### src/rtl/steer_pkg.sv
package steer_pkg;

    localparam int DEF_NUM_CLASSES = 4;
    localparam int DEF_RANGES      = 4;
    localparam int DEF_ADDR_W      = 24;
    localparam int DEF_GRP_W       = 4;
    localparam int DEF_INST_W      = 4;

    typedef enum logic {
        PH_IDLE = 1'b0,
        PH_SCAN = 1'b1
    } scan_phase_e;

    typedef struct packed {
        logic steer;
        logic warn_uninit;
        logic warn_notfound;
    } rsp_flags_t;

endpackage

### src/rtl/steer_range_cmp.sv
module steer_range_cmp #(
    parameter int ADDR_W = steer_pkg::DEF_ADDR_W
) (
    input  logic [ADDR_W-1:0] addr,
    input  logic [ADDR_W-1:0] lo,
    input  logic [ADDR_W-1:0] hi,
    output logic              hit,
    output logic              term
);
    // an upper bound of zero closes the list; it never matches
    always_comb begin
        term = (hi == '0);
        hit  = !term && (addr >= lo) && (addr <= hi);
    end
endmodule

### src/rtl/steer_range_store.sv
module steer_range_store #(
    parameter int NUM_CLASSES = steer_pkg::DEF_NUM_CLASSES,
    parameter int RANGES      = steer_pkg::DEF_RANGES,
    parameter int ADDR_W      = steer_pkg::DEF_ADDR_W,
    parameter int GRP_W       = steer_pkg::DEF_GRP_W,
    parameter int INST_W      = steer_pkg::DEF_INST_W,
    localparam int NUM_SETS   = NUM_CLASSES + 1,
    localparam int CLS_W      = $clog2(NUM_SETS),
    localparam int SLOT_W     = $clog2(RANGES),
    localparam int TGT_W      = GRP_W + INST_W
) (
    input  logic              clk,
    input  logic              rst_n,
    input  logic              rng_we,
    input  logic [CLS_W-1:0]  rng_cls,
    input  logic [SLOT_W-1:0] rng_slot,
    input  logic [ADDR_W-1:0] rng_lo,
    input  logic [ADDR_W-1:0] rng_hi,
    input  logic              tgt_we,
    input  logic [CLS_W-1:0]  tgt_cls,
    input  logic [GRP_W-1:0]  tgt_group,
    input  logic [INST_W-1:0] tgt_inst,
    input  logic [CLS_W-1:0]  rd_cls,
    input  logic [SLOT_W-1:0] rd_slot,
    output logic [ADDR_W-1:0] rd_lo,
    output logic [ADDR_W-1:0] rd_hi,
    output logic [GRP_W-1:0]  rd_group,
    output logic [INST_W-1:0] rd_inst
);
    logic [ADDR_W-1:0] lo_q [NUM_SETS][RANGES];
    logic [ADDR_W-1:0] lo_d [NUM_SETS][RANGES];
    logic [ADDR_W-1:0] hi_q [NUM_SETS][RANGES];
    logic [ADDR_W-1:0] hi_d [NUM_SETS][RANGES];

    always_comb begin
        lo_d = lo_q;
        hi_d = hi_q;
        if (rng_we && (int'(rng_cls) < NUM_SETS)) begin
            lo_d[rng_cls][rng_slot] = rng_lo;
            hi_d[rng_cls][rng_slot] = rng_hi;
        end
    end

    always_ff @(posedge clk) begin
        if (!rst_n) begin
            for (int s = 0; s < NUM_SETS; s++) begin
                for (int r = 0; r < RANGES; r++) begin
                    lo_q[s][r] <= '0;
                    hi_q[s][r] <= '0;
                end
            end
        end else begin
            lo_q <= lo_d;
            hi_q <= hi_d;
        end
    end

    assign rd_lo = lo_q[rd_cls][rd_slot];
    assign rd_hi = hi_q[rd_cls][rd_slot];

    // one target register per normal class
    logic [NUM_CLASSES*TGT_W-1:0] tgt_flat;

    for (genvar c = 0; c < NUM_CLASSES; c++) begin : g_tgt
        logic [TGT_W-1:0] t_q;
        logic [TGT_W-1:0] t_d;

        always_comb begin
            t_d = t_q;
            if (tgt_we && (tgt_cls == CLS_W'(c))) begin
                t_d = {tgt_group, tgt_inst};
            end
        end

        always_ff @(posedge clk) begin
            if (!rst_n) t_q <= '0;
            else        t_q <= t_d;
        end

        assign tgt_flat[c*TGT_W +: TGT_W] = t_q;
    end

    logic [TGT_W-1:0] tgt_sel;

    always_comb begin
        tgt_sel = '0;
        for (int c = 0; c < NUM_CLASSES; c++) begin
            if (rd_cls == CLS_W'(c)) tgt_sel = tgt_flat[c*TGT_W +: TGT_W];
        end
    end

    assign rd_group = tgt_sel[TGT_W-1:INST_W];
    assign rd_inst  = tgt_sel[INST_W-1:0];
endmodule

### src/rtl/steer_scan_fsm.sv
module steer_scan_fsm #(
    parameter int NUM_CLASSES = steer_pkg::DEF_NUM_CLASSES,
    parameter int RANGES      = steer_pkg::DEF_RANGES,
    parameter int ADDR_W      = steer_pkg::DEF_ADDR_W,
    parameter int GRP_W       = steer_pkg::DEF_GRP_W,
    parameter int INST_W      = steer_pkg::DEF_INST_W,
    localparam int CLS_W      = $clog2(NUM_CLASSES + 1),
    localparam int SLOT_W     = $clog2(RANGES)
) (
    input  logic                   clk,
    input  logic                   rst_n,
    input  logic                   req_valid,
    input  logic [ADDR_W-1:0]      req_addr,
    input  logic                   ent_hit,
    input  logic                   ent_term,
    input  logic [GRP_W-1:0]       tgt_group,
    input  logic [INST_W-1:0]      tgt_inst,
    input  logic [NUM_CLASSES-1:0] cls_init,
    output logic [ADDR_W-1:0]      scan_addr,
    output logic [CLS_W-1:0]       scan_cls,
    output logic [SLOT_W-1:0]      scan_slot,
    output logic                   idle,
    output logic                   rsp_valid,
    output logic [GRP_W-1:0]       rsp_group,
    output logic [INST_W-1:0]      rsp_inst,
    output steer_pkg::rsp_flags_t  rsp_flags
);
    import steer_pkg::*;

    localparam logic [CLS_W-1:0]  IMPL_CLS  = CLS_W'(NUM_CLASSES);
    localparam logic [SLOT_W-1:0] LAST_SLOT = SLOT_W'(RANGES - 1);

    typedef struct packed {
        scan_phase_e       phase;
        logic [ADDR_W-1:0] addr;
        logic [CLS_W-1:0]  cls;
        logic [SLOT_W-1:0] slot;
        logic              vld;
        logic [GRP_W-1:0]  grp;
        logic [INST_W-1:0] inst;
        rsp_flags_t        flags;
    } scan_st_t;

    scan_st_t st_d, st_q;
    logic     init_sel;
    logic     in_impl;
    logic     list_done;

    always_comb begin
        init_sel = 1'b0;
        for (int c = 0; c < NUM_CLASSES; c++) begin
            if (st_q.cls == CLS_W'(c)) init_sel = cls_init[c];
        end
    end

    always_comb begin
        st_d      = st_q;
        st_d.vld  = 1'b0;
        in_impl   = (st_q.cls == IMPL_CLS);
        list_done = ent_term || (st_q.slot == LAST_SLOT);

        if (st_q.phase == PH_IDLE) begin
            if (req_valid) begin
                st_d.phase = PH_SCAN;
                st_d.addr  = req_addr;
                st_d.cls   = '0;
                st_d.slot  = '0;
            end
        end else if (ent_hit) begin
            st_d.phase = PH_IDLE;
            st_d.vld   = 1'b1;
            if (in_impl) begin
                st_d.grp   = '0;
                st_d.inst  = '0;
                st_d.flags = '{steer: 1'b0, warn_uninit: 1'b0, warn_notfound: 1'b0};
            end else begin
                st_d.grp   = tgt_group;
                st_d.inst  = tgt_inst;
                st_d.flags = '{steer: 1'b1, warn_uninit: !init_sel, warn_notfound: 1'b0};
            end
        end else if (list_done) begin
            if (in_impl) begin
                st_d.phase = PH_IDLE;
                st_d.vld   = 1'b1;
                st_d.grp   = '0;
                st_d.inst  = '0;
                st_d.flags = '{steer: 1'b1, warn_uninit: 1'b0, warn_notfound: 1'b1};
            end else begin
                st_d.cls  = st_q.cls + CLS_W'(1);
                st_d.slot = '0;
            end
        end else begin
            st_d.slot = st_q.slot + SLOT_W'(1);
        end
    end

    always_ff @(posedge clk) begin
        if (!rst_n) begin
            st_q <= '{phase: PH_IDLE, default: '0};
        end else begin
            st_q <= st_d;
        end
    end

    assign scan_addr = st_q.addr;
    assign scan_cls  = st_q.cls;
    assign scan_slot = st_q.slot;
    assign idle      = (st_q.phase == PH_IDLE);
    assign rsp_valid = st_q.vld;
    assign rsp_group = st_q.grp;
    assign rsp_inst  = st_q.inst;
    assign rsp_flags = st_q.flags;
endmodule

### src/rtl/steer_classifier.sv
module steer_classifier #(
    parameter int NUM_CLASSES = steer_pkg::DEF_NUM_CLASSES,
    parameter int RANGES      = steer_pkg::DEF_RANGES,
    parameter int ADDR_W      = steer_pkg::DEF_ADDR_W,
    parameter int GRP_W       = steer_pkg::DEF_GRP_W,
    parameter int INST_W      = steer_pkg::DEF_INST_W,
    localparam int CLS_W      = $clog2(NUM_CLASSES + 1),
    localparam int SLOT_W     = $clog2(RANGES)
) (
    input  logic                   clk,
    input  logic                   rst_n,
    input  logic                   req_valid,
    input  logic [ADDR_W-1:0]      req_addr,
    output logic                   req_ready,
    output logic                   rsp_valid,
    output logic                   rsp_steer,
    output logic [GRP_W-1:0]       rsp_group,
    output logic [INST_W-1:0]      rsp_inst,
    output logic                   rsp_warn_uninit,
    output logic                   rsp_warn_notfound,
    input  logic                   cfg_rng_we,
    input  logic [CLS_W-1:0]       cfg_rng_cls,
    input  logic [SLOT_W-1:0]      cfg_rng_slot,
    input  logic [ADDR_W-1:0]      cfg_rng_lo,
    input  logic [ADDR_W-1:0]      cfg_rng_hi,
    input  logic                   cfg_tgt_we,
    input  logic [CLS_W-1:0]       cfg_tgt_cls,
    input  logic [GRP_W-1:0]       cfg_tgt_group,
    input  logic [INST_W-1:0]      cfg_tgt_inst,
    input  logic [NUM_CLASSES-1:0] cls_init
);
    logic [ADDR_W-1:0]     scan_addr;
    logic [CLS_W-1:0]      scan_cls;
    logic [SLOT_W-1:0]     scan_slot;
    logic [ADDR_W-1:0]     ent_lo;
    logic [ADDR_W-1:0]     ent_hi;
    logic                  ent_hit;
    logic                  ent_term;
    logic [GRP_W-1:0]      sel_group;
    logic [INST_W-1:0]     sel_inst;
    logic                  idle;
    steer_pkg::rsp_flags_t flags;

    // configuration only lands while no scan is reading the tables
    steer_range_store #(
        .NUM_CLASSES(NUM_CLASSES), .RANGES(RANGES), .ADDR_W(ADDR_W),
        .GRP_W(GRP_W), .INST_W(INST_W)
    ) u_store (
        .clk      (clk),
        .rst_n    (rst_n),
        .rng_we   (cfg_rng_we && idle),
        .rng_cls  (cfg_rng_cls),
        .rng_slot (cfg_rng_slot),
        .rng_lo   (cfg_rng_lo),
        .rng_hi   (cfg_rng_hi),
        .tgt_we   (cfg_tgt_we && idle),
        .tgt_cls  (cfg_tgt_cls),
        .tgt_group(cfg_tgt_group),
        .tgt_inst (cfg_tgt_inst),
        .rd_cls   (scan_cls),
        .rd_slot  (scan_slot),
        .rd_lo    (ent_lo),
        .rd_hi    (ent_hi),
        .rd_group (sel_group),
        .rd_inst  (sel_inst)
    );

    steer_range_cmp #(.ADDR_W(ADDR_W)) u_cmp (
        .addr(scan_addr),
        .lo  (ent_lo),
        .hi  (ent_hi),
        .hit (ent_hit),
        .term(ent_term)
    );

    steer_scan_fsm #(
        .NUM_CLASSES(NUM_CLASSES), .RANGES(RANGES), .ADDR_W(ADDR_W),
        .GRP_W(GRP_W), .INST_W(INST_W)
    ) u_fsm (
        .clk      (clk),
        .rst_n    (rst_n),
        .req_valid(req_valid),
        .req_addr (req_addr),
        .ent_hit  (ent_hit),
        .ent_term (ent_term),
        .tgt_group(sel_group),
        .tgt_inst (sel_inst),
        .cls_init (cls_init),
        .scan_addr(scan_addr),
        .scan_cls (scan_cls),
        .scan_slot(scan_slot),
        .idle     (idle),
        .rsp_valid(rsp_valid),
        .rsp_group(rsp_group),
        .rsp_inst (rsp_inst),
        .rsp_flags(flags)
    );

    assign req_ready         = idle;
    assign rsp_steer         = flags.steer;
    assign rsp_warn_uninit   = flags.warn_uninit;
    assign rsp_warn_notfound = flags.warn_notfound;
endmodule

### config.mk
export PLATFORM = sky130hd
export DESIGN_NAME = steer_classifier
export DESIGN_NICKNAME = d
export VERILOG_FILES = /design/src/rtl/steer_pkg.sv /design/src/rtl/steer_range_cmp.sv /design/src/rtl/steer_range_store.sv /design/src/rtl/steer_scan_fsm.sv /design/src/rtl/steer_classifier.sv
export SDC_FILE = /design/constraint.sdc
export NUM_CORES = 2
export LEC_CHECK = 0
export BUFFER_PORTS_ARGS = -buffer_cell sky130_fd_sc_hd__buf_2
export CAP_MARGIN = 10
export CORE_ASPECT_RATIO = 1.1
export CORE_MARGIN = 2
export CORE_UTILIZATION = 55
export CTS_BUF_LIST = sky130_fd_sc_hd__clkbuf_8
export CTS_CLUSTER_DIAMETER = 80
export CTS_CLUSTER_SIZE = 12
export DETAILED_ROUTE_END_ITERATION = 6
export PLACE_DENSITY = 0.78
export SYNTH_ARGS = -nofsm -noshare
export SYNTH_HDL_FRONTEND = slang
export SYNTH_SLANG_ARGS = --single-unit
### constraint.sdc
create_clock -name clk -period 5.02 [get_ports clk]
set_input_delay 0 -clock clk [delete_from_list [all_inputs] [get_ports clk]]
set_output_delay 0 -clock clk [all_outputs]
set_load 0.005 [all_outputs]
## Word-level counts from Yosys, hierarchy flattened

Index checks and enable logic that the tools add are counted.

| operators by class | value |
|---|---|
| $add $sub $neg | 2 |
| $lt $le $gt $ge | 9 |
| equality and inequality tests | 12 |
| multiplexer cells | 40 |
| bitwise gates (word level) | 5 |
| reductions and logical operators | 25 |

Operators by type and width:

| operator | count |
|---|---|
| $bwmux W480 | 2 |
| $bmux W96 S3 | 2 |
| $mux W96 | 5 |
| $demux W96 S3 | 1 |
| $mux W24 | 5 |
| $bmux W24 S2 | 2 |
| $demux W24 S2 | 1 |
| $mux W12 | 3 |
| $mux W8 | 4 |
| $mux W30 | 1 |
| $ge A24 B24 Y1 | 1 |
| $le A24 B24 Y1 | 1 |
| $logic_not A24 Y1 | 1 |
| $mux W5 | 3 |
| $eq A3 B2 Y1 const B | 4 |
| $logic_and A1 B1 Y1 | 11 |
| $mux W11 | 1 |
| $ge A4 B4 Y1 const B | 2 |
| $mux W1 | 8 |
| $not A3 Y4 | 2 |
| $eq A3 B1 Y1 const B | 2 |
| $ge A3 B3 Y1 const B | 2 |
| $logic_not A3 Y1 | 2 |
| $ne A2 B2 Y1 const B | 3 |
| 18 further kinds | 24 |

| storage, ports and cells | value |
|---|---|
| register bits | 1034 |
| output and inout bits | 13 |

## Longest topological paths before layout

| depth | value |
|---|---|
| word-level depth | 13 |
| gate-level depth with buffers | 21 |
| gate-level depth less buffers | 15 |

## Modules after synthesis

Synthesis repeated with hierarchy kept, for this count alone.

| unflattened totals | value |
|---|---|
| cell total of the unflattened synthesis | 5854 |
| area total of the unflattened synthesis | 48694.2 µm² |

By module, submodules not included:

| module | times used | cells each | area each (µm²) |
|---|---|---|---|
| steer_range_store | 1 | 5434 | 45382.3 |
| steer_scan_fsm | 1 | 245 | 2054.5 |
| steer_range_cmp | 1 | 173 | 1244.9 |
| steer_classifier | 1 | 2 | 12.5 |

## Least setup slack after synthesis

OpenSTA, ideal clock, no wires.

| path | value |
|---|---|
| path kind | register to register |
| from | reg u_fsm.st_q, in the netlist u_fsm.scan_slot[0] |
| to | reg u_fsm.st_q, in the netlist u_fsm.scan_slot[0] |
| setup time | 0.079 ns |
| data arrival time | 5.226 ns |
| data required time | 4.941 ns |
| path slack | -0.285 ns |
| cell stages (with the launch flop) | 20 |
| clock period less this slack | 5.305 ns |
| cell sequence | dfxtp_1 > buf_6 > buf_8 > buf_2 > buf_4 > buf_2 > buf_1 > mux4_2 > mux4_2 > a22oi_1 > ha_1 > a21o_1 > a21o_1 > a21oi_1 > o211ai_1 > a41o_1 > a31o_2 > a211oi_1 > or4b_2 > o211ai_1 |

| between the ends | value |
|---|---|
| longest elaborated chain between the ends | 10 |
| elaborated cells on any way between the ends | 22 |
| classes of those cells | add/sub: 1; order compare: 2; eq/ne: 3; mux: 9; bitwise: 1; reduce/logical: 6 |

RTL lines:

| what | line | source |
|---|---|---|
| start, declared | steer_scan_fsm.sv:44 | `scan_st_t st_d, st_q;` |
| start signal, assigned | steer_scan_fsm.sv:101 | `st_q <= st_d;` |
| branches (longest 10 deep; another with $ge A24 B24 Y1) | n/a |  |

Several ways; the timed one is not identified. The select of a mux whose other input is x is not followed.
A chain may end at the register's enable or synchronous reset.

## Final worst setup path

| path | value |
|---|---|
| from | reg u_fsm.st_q, in the netlist u_fsm.scan_slot[0] |
| to | reg u_fsm.st_q[41] (netlist name) |

| between the ends | value |
|---|---|
| longest elaborated chain between the ends | 10 |
| elaborated cells on any way between the ends | 18 |
| classes of those cells | order compare: 2; eq/ne: 1; mux: 9; bitwise: 1; reduce/logical: 5 |

RTL lines:

| what | line | source |
|---|---|---|
| branches (longest 8 deep; another with $ge A24 B24 Y1) | n/a |  |
| $mux W1 * | steer_scan_fsm.sv:69 | `end else if (ent_hit) begin` |
| $mux W1 * | steer_scan_fsm.sv:62 | `if (st_q.phase == PH_IDLE) begin` |

Every way passes the cells marked *. The select of a mux whose other input is x is not followed.

==> flow_summary.ini <==
[place]
gp_congestion = 0.968
dp_hpwl_mm = 94.2
port_buffers = 109

[run]
cap_violations = 0

[floorplanning]
rows = 110
die-area_sq_um = 84200
initial_core_util = 0.553
core_region_area_sq_um = 81500
fp.dieW_um = 277
io_pins = 110
die_h_um = 304

[worst_setup_path]
crit_path_end_kind = flip-flop
worstPathMaxFanout = 14
cp_slowest_cell = dfxtp_4
critPathKind = reg -> reg
worstPathRequired_ps = 5730
critPathArrivalTime_ps = 5560
path_cells = buf_12, buf_12, mux4_2, mux4_2, a22oi_1, ha_1, nand4_1, o21ai_0, nor3_1, o21ai_0, buf_4, a31o_2, nand3_1, o21ai_1, nor3_1, dlygate4sd3_1
path_buf_inv = 4
cp-start-kind = flip-flop
max_stage_delay_ps = 580
path_delay_family = buffers and inverters

[clock_tree]
clk_pin_slew_worst_paths_ps = 90
cts_tree = built
clock_latency_ps = 790
numClockSinks = 1034
cts-resized-gates = 0
numCtsBuffers = 96
cts_root_buf = clkbuf_8
clock_path_buffers = 3
htreeDepth = 3

[logic_synthesis]
netlist_area_sq_um = 45000
avgSynthCellArea_sq_um = 8.33
synthesis.nets = 5559
yosysSeqAreaShare = 0.460
yosysTopAreaCell = dfxtp_1
synthCells = 5408
async_flop_share = 0
ys_ff_latch = 1034
synth.area.top_cells = dfxtp_1 (46%), nand2_1 (17%), mux4_2 (12%)
synth-edff-count = 0
synth_cell_types = 64
synthTopCellsByCount = nand2_1 (2,044), dfxtp_1 (1,034), a21oi_1 (1,028)
yosys_warnings = 0
synth_top_area_share = 0.460
yosysMostFrequentCell = nand2_1
ys.flop_type = dfxtp_1

[route]
via_per_inst = 6.43
dr.pass1.iters = 7
dr_total_vias = 41269
drt_iter0_drc = 6007
ant_nets = 0
routedWlPerCell_um = 24.8
drc = 0
wirelength_mm = 159

[global_routing]
antenna_found_initial = 14
overflow = 0
track_usage = 0.364
grt_pass1_wl_mm = 235
grt_pass1_vias = 39140
grt_max_degree = 226

[power_and_ir_drop]
p_comb_frac = 0.190
switchingPower_mw = 4.78
p_per_area_nw_per_um2 = 329
leakage_nw = 15.8
switching_share = 0.296
ir_worst_vdd_mv = 0.187
p_int_mw = 11.4
clockPowerShare = 0.286
p_seq_frac = 0.524

[sta]
hold_viol = 0
grt_setup_unrepaired = false
max_slew_margin = 0.235
fin_skew_ps = 56.9
fin_setup_tns_ps = 0
drv_slew = 0
max_freq_mhz = 206
finalSetupViolations = 0
post-route-min-period_ps = 4840
tightest_slew_ps = 1140
finalCritPeriodShare = 0.965

[worst_hold_path]
min_path_type = in -> reg

[layout]
drive_gt1_frac = 0.122
fillCellCount = 7015
nets = 5488
area_growth_pct = 8.82
final_util = 0.601

[status]
outcome = completed
-- layout by cell type (no fill, tap or decap), types with 5 or more instances in the layout --
cell type and instances:
a211oi_1 10, a21o_1 14, a21oi_1 1028, a221oi_1 6
a22oi_1 40, a311o_1 9, and3_1 14, buf_12 29
buf_2 109, buf_4 106, clkbuf_8 101, dfxtp_1 1031
dlygate4sd3_1 114, ha_1 54, inv_1 16, mux2_2 8
mux2i_1 98, mux4_2 237, nand2_1 2029, nand2_2 15
nand2b_1 8, nand3_1 14, nand4_1 13, nor2_1 62
nor2_4 12, nor2b_1 7, nor3_1 21, nor3_2 5
o211ai_1 9, o21ai_0 30, o22ai_1 10
-- sequential cells by signal, summed over array words and instances, names as in the netlist --
name,flops
u_store.hi_q,480
u_store.lo_q,480
u_store.g_tgt.t_q,32
u_fsm.scan_addr,24
u_fsm.rsp_group,4
u_fsm.rsp_inst,4
u_fsm.rsp_flags,3
u_fsm.scan_cls,3
u_fsm.scan_slot,2
u_fsm.rsp_valid,1
u_fsm.st_q,1
-- metal layers --
metal	up-vias	GRT usage	routed length, um
met1	19611	0.464	56400
li1	17962	-	-
met4	16	0.234	11300
met2	2942	0.556	70300
met3	738	0.0855	21000
met5	-	0	98
-- area by class of cell --
type | count | area (sq um) | area share
timing repair buffer | 359 | 3080 | 0.0628
antenna | 4 | 10.0 | 0.000204
clock inverter | 7 | 41.3 | 0.000843
multi-input combinational | 3828 | 22400 | 0.456
inverter | 18 | 75.1 | 0.00153
tap | 1064 | 1330 | 0.0272
clock buffer | 101 | 1390 | 0.0284
sequential | 1034 | 20700 | 0.423
-- timing repair --
action / 4_1_cts / 5_1_grt
endpoints found under the setup margin: 0 / 2
endpoints found under the hold margin: 1033 / 0
setup buffers: 0 / 1
hold buffers: 114 / 0
-- worst paths after layout --
path	slack [ps]	endpoint	start	cells past startpoint
min reg2reg	450	u_store.hi_q[360]$_SDFFE_PN0P_	u_store.hi_q[360]$_SDFFE_PN0P_	2
max reg2reg	180	u_fsm.st_q[41]$_SDFF_PN0_	u_fsm.scan_slot[0]$_SDFFE_PN0P_	16
min	60	u_store.lo_q[100]$_SDFFE_PN0P_	cfg_rng_cls[1]	5
max	180	u_fsm.st_q[41]$_SDFF_PN0_	u_fsm.scan_slot[0]$_SDFFE_PN0P_	16
-- tightest hold or removal path: stages --
cell     delay (ps)
buf_2           150
nand4_1         310
nor2_4          160
nand2_1         100
a21oi_1          60
-- power by group through the flow --
stage	clock, mW	combinational [mW]	sequential [mW]
final	4.61	3.07	8.46
after global routing	4.89	3.24	8.46
after CTS	4.59	2.99	8.46
after detailed placement	0	2.90	8.65
after global placement	0	2.87	8.65
after floorplan	0	2.15	8.52
-- kinds of logic (layout without fill, tap and decap cells) --
group | count (synthesis) | in the layout | share of synthesized area
buf+inv | 546 | 485 | 0.0487
flops | 1034 | 1034 | 0.460
compound gates | 1196 | 1196 | 0.142
other cells | 0 | 4 | 0
simple gates | 2234 | 2234 | 0.192
mux | 344 | 344 | 0.143
fa+ha+maj | 54 | 54 | 0.0150
-- per-stage QoR --
stage	hold slack [ps]	setup slack, ps	area [sq um]	std cells	power (mW)
finish	61.1	177	49000	6415	16.1
CTS	21.2	159	49000	6410	16.0
global route	73.6	38.6	49000	6412	16.6
global placement	250	359	46400	6188	11.5
detailed placement	250	265	46400	6188	11.6
floorplan	136	8.90	45100	5408	10.7
No activity file was read; power rests on OpenSTA's default activity.
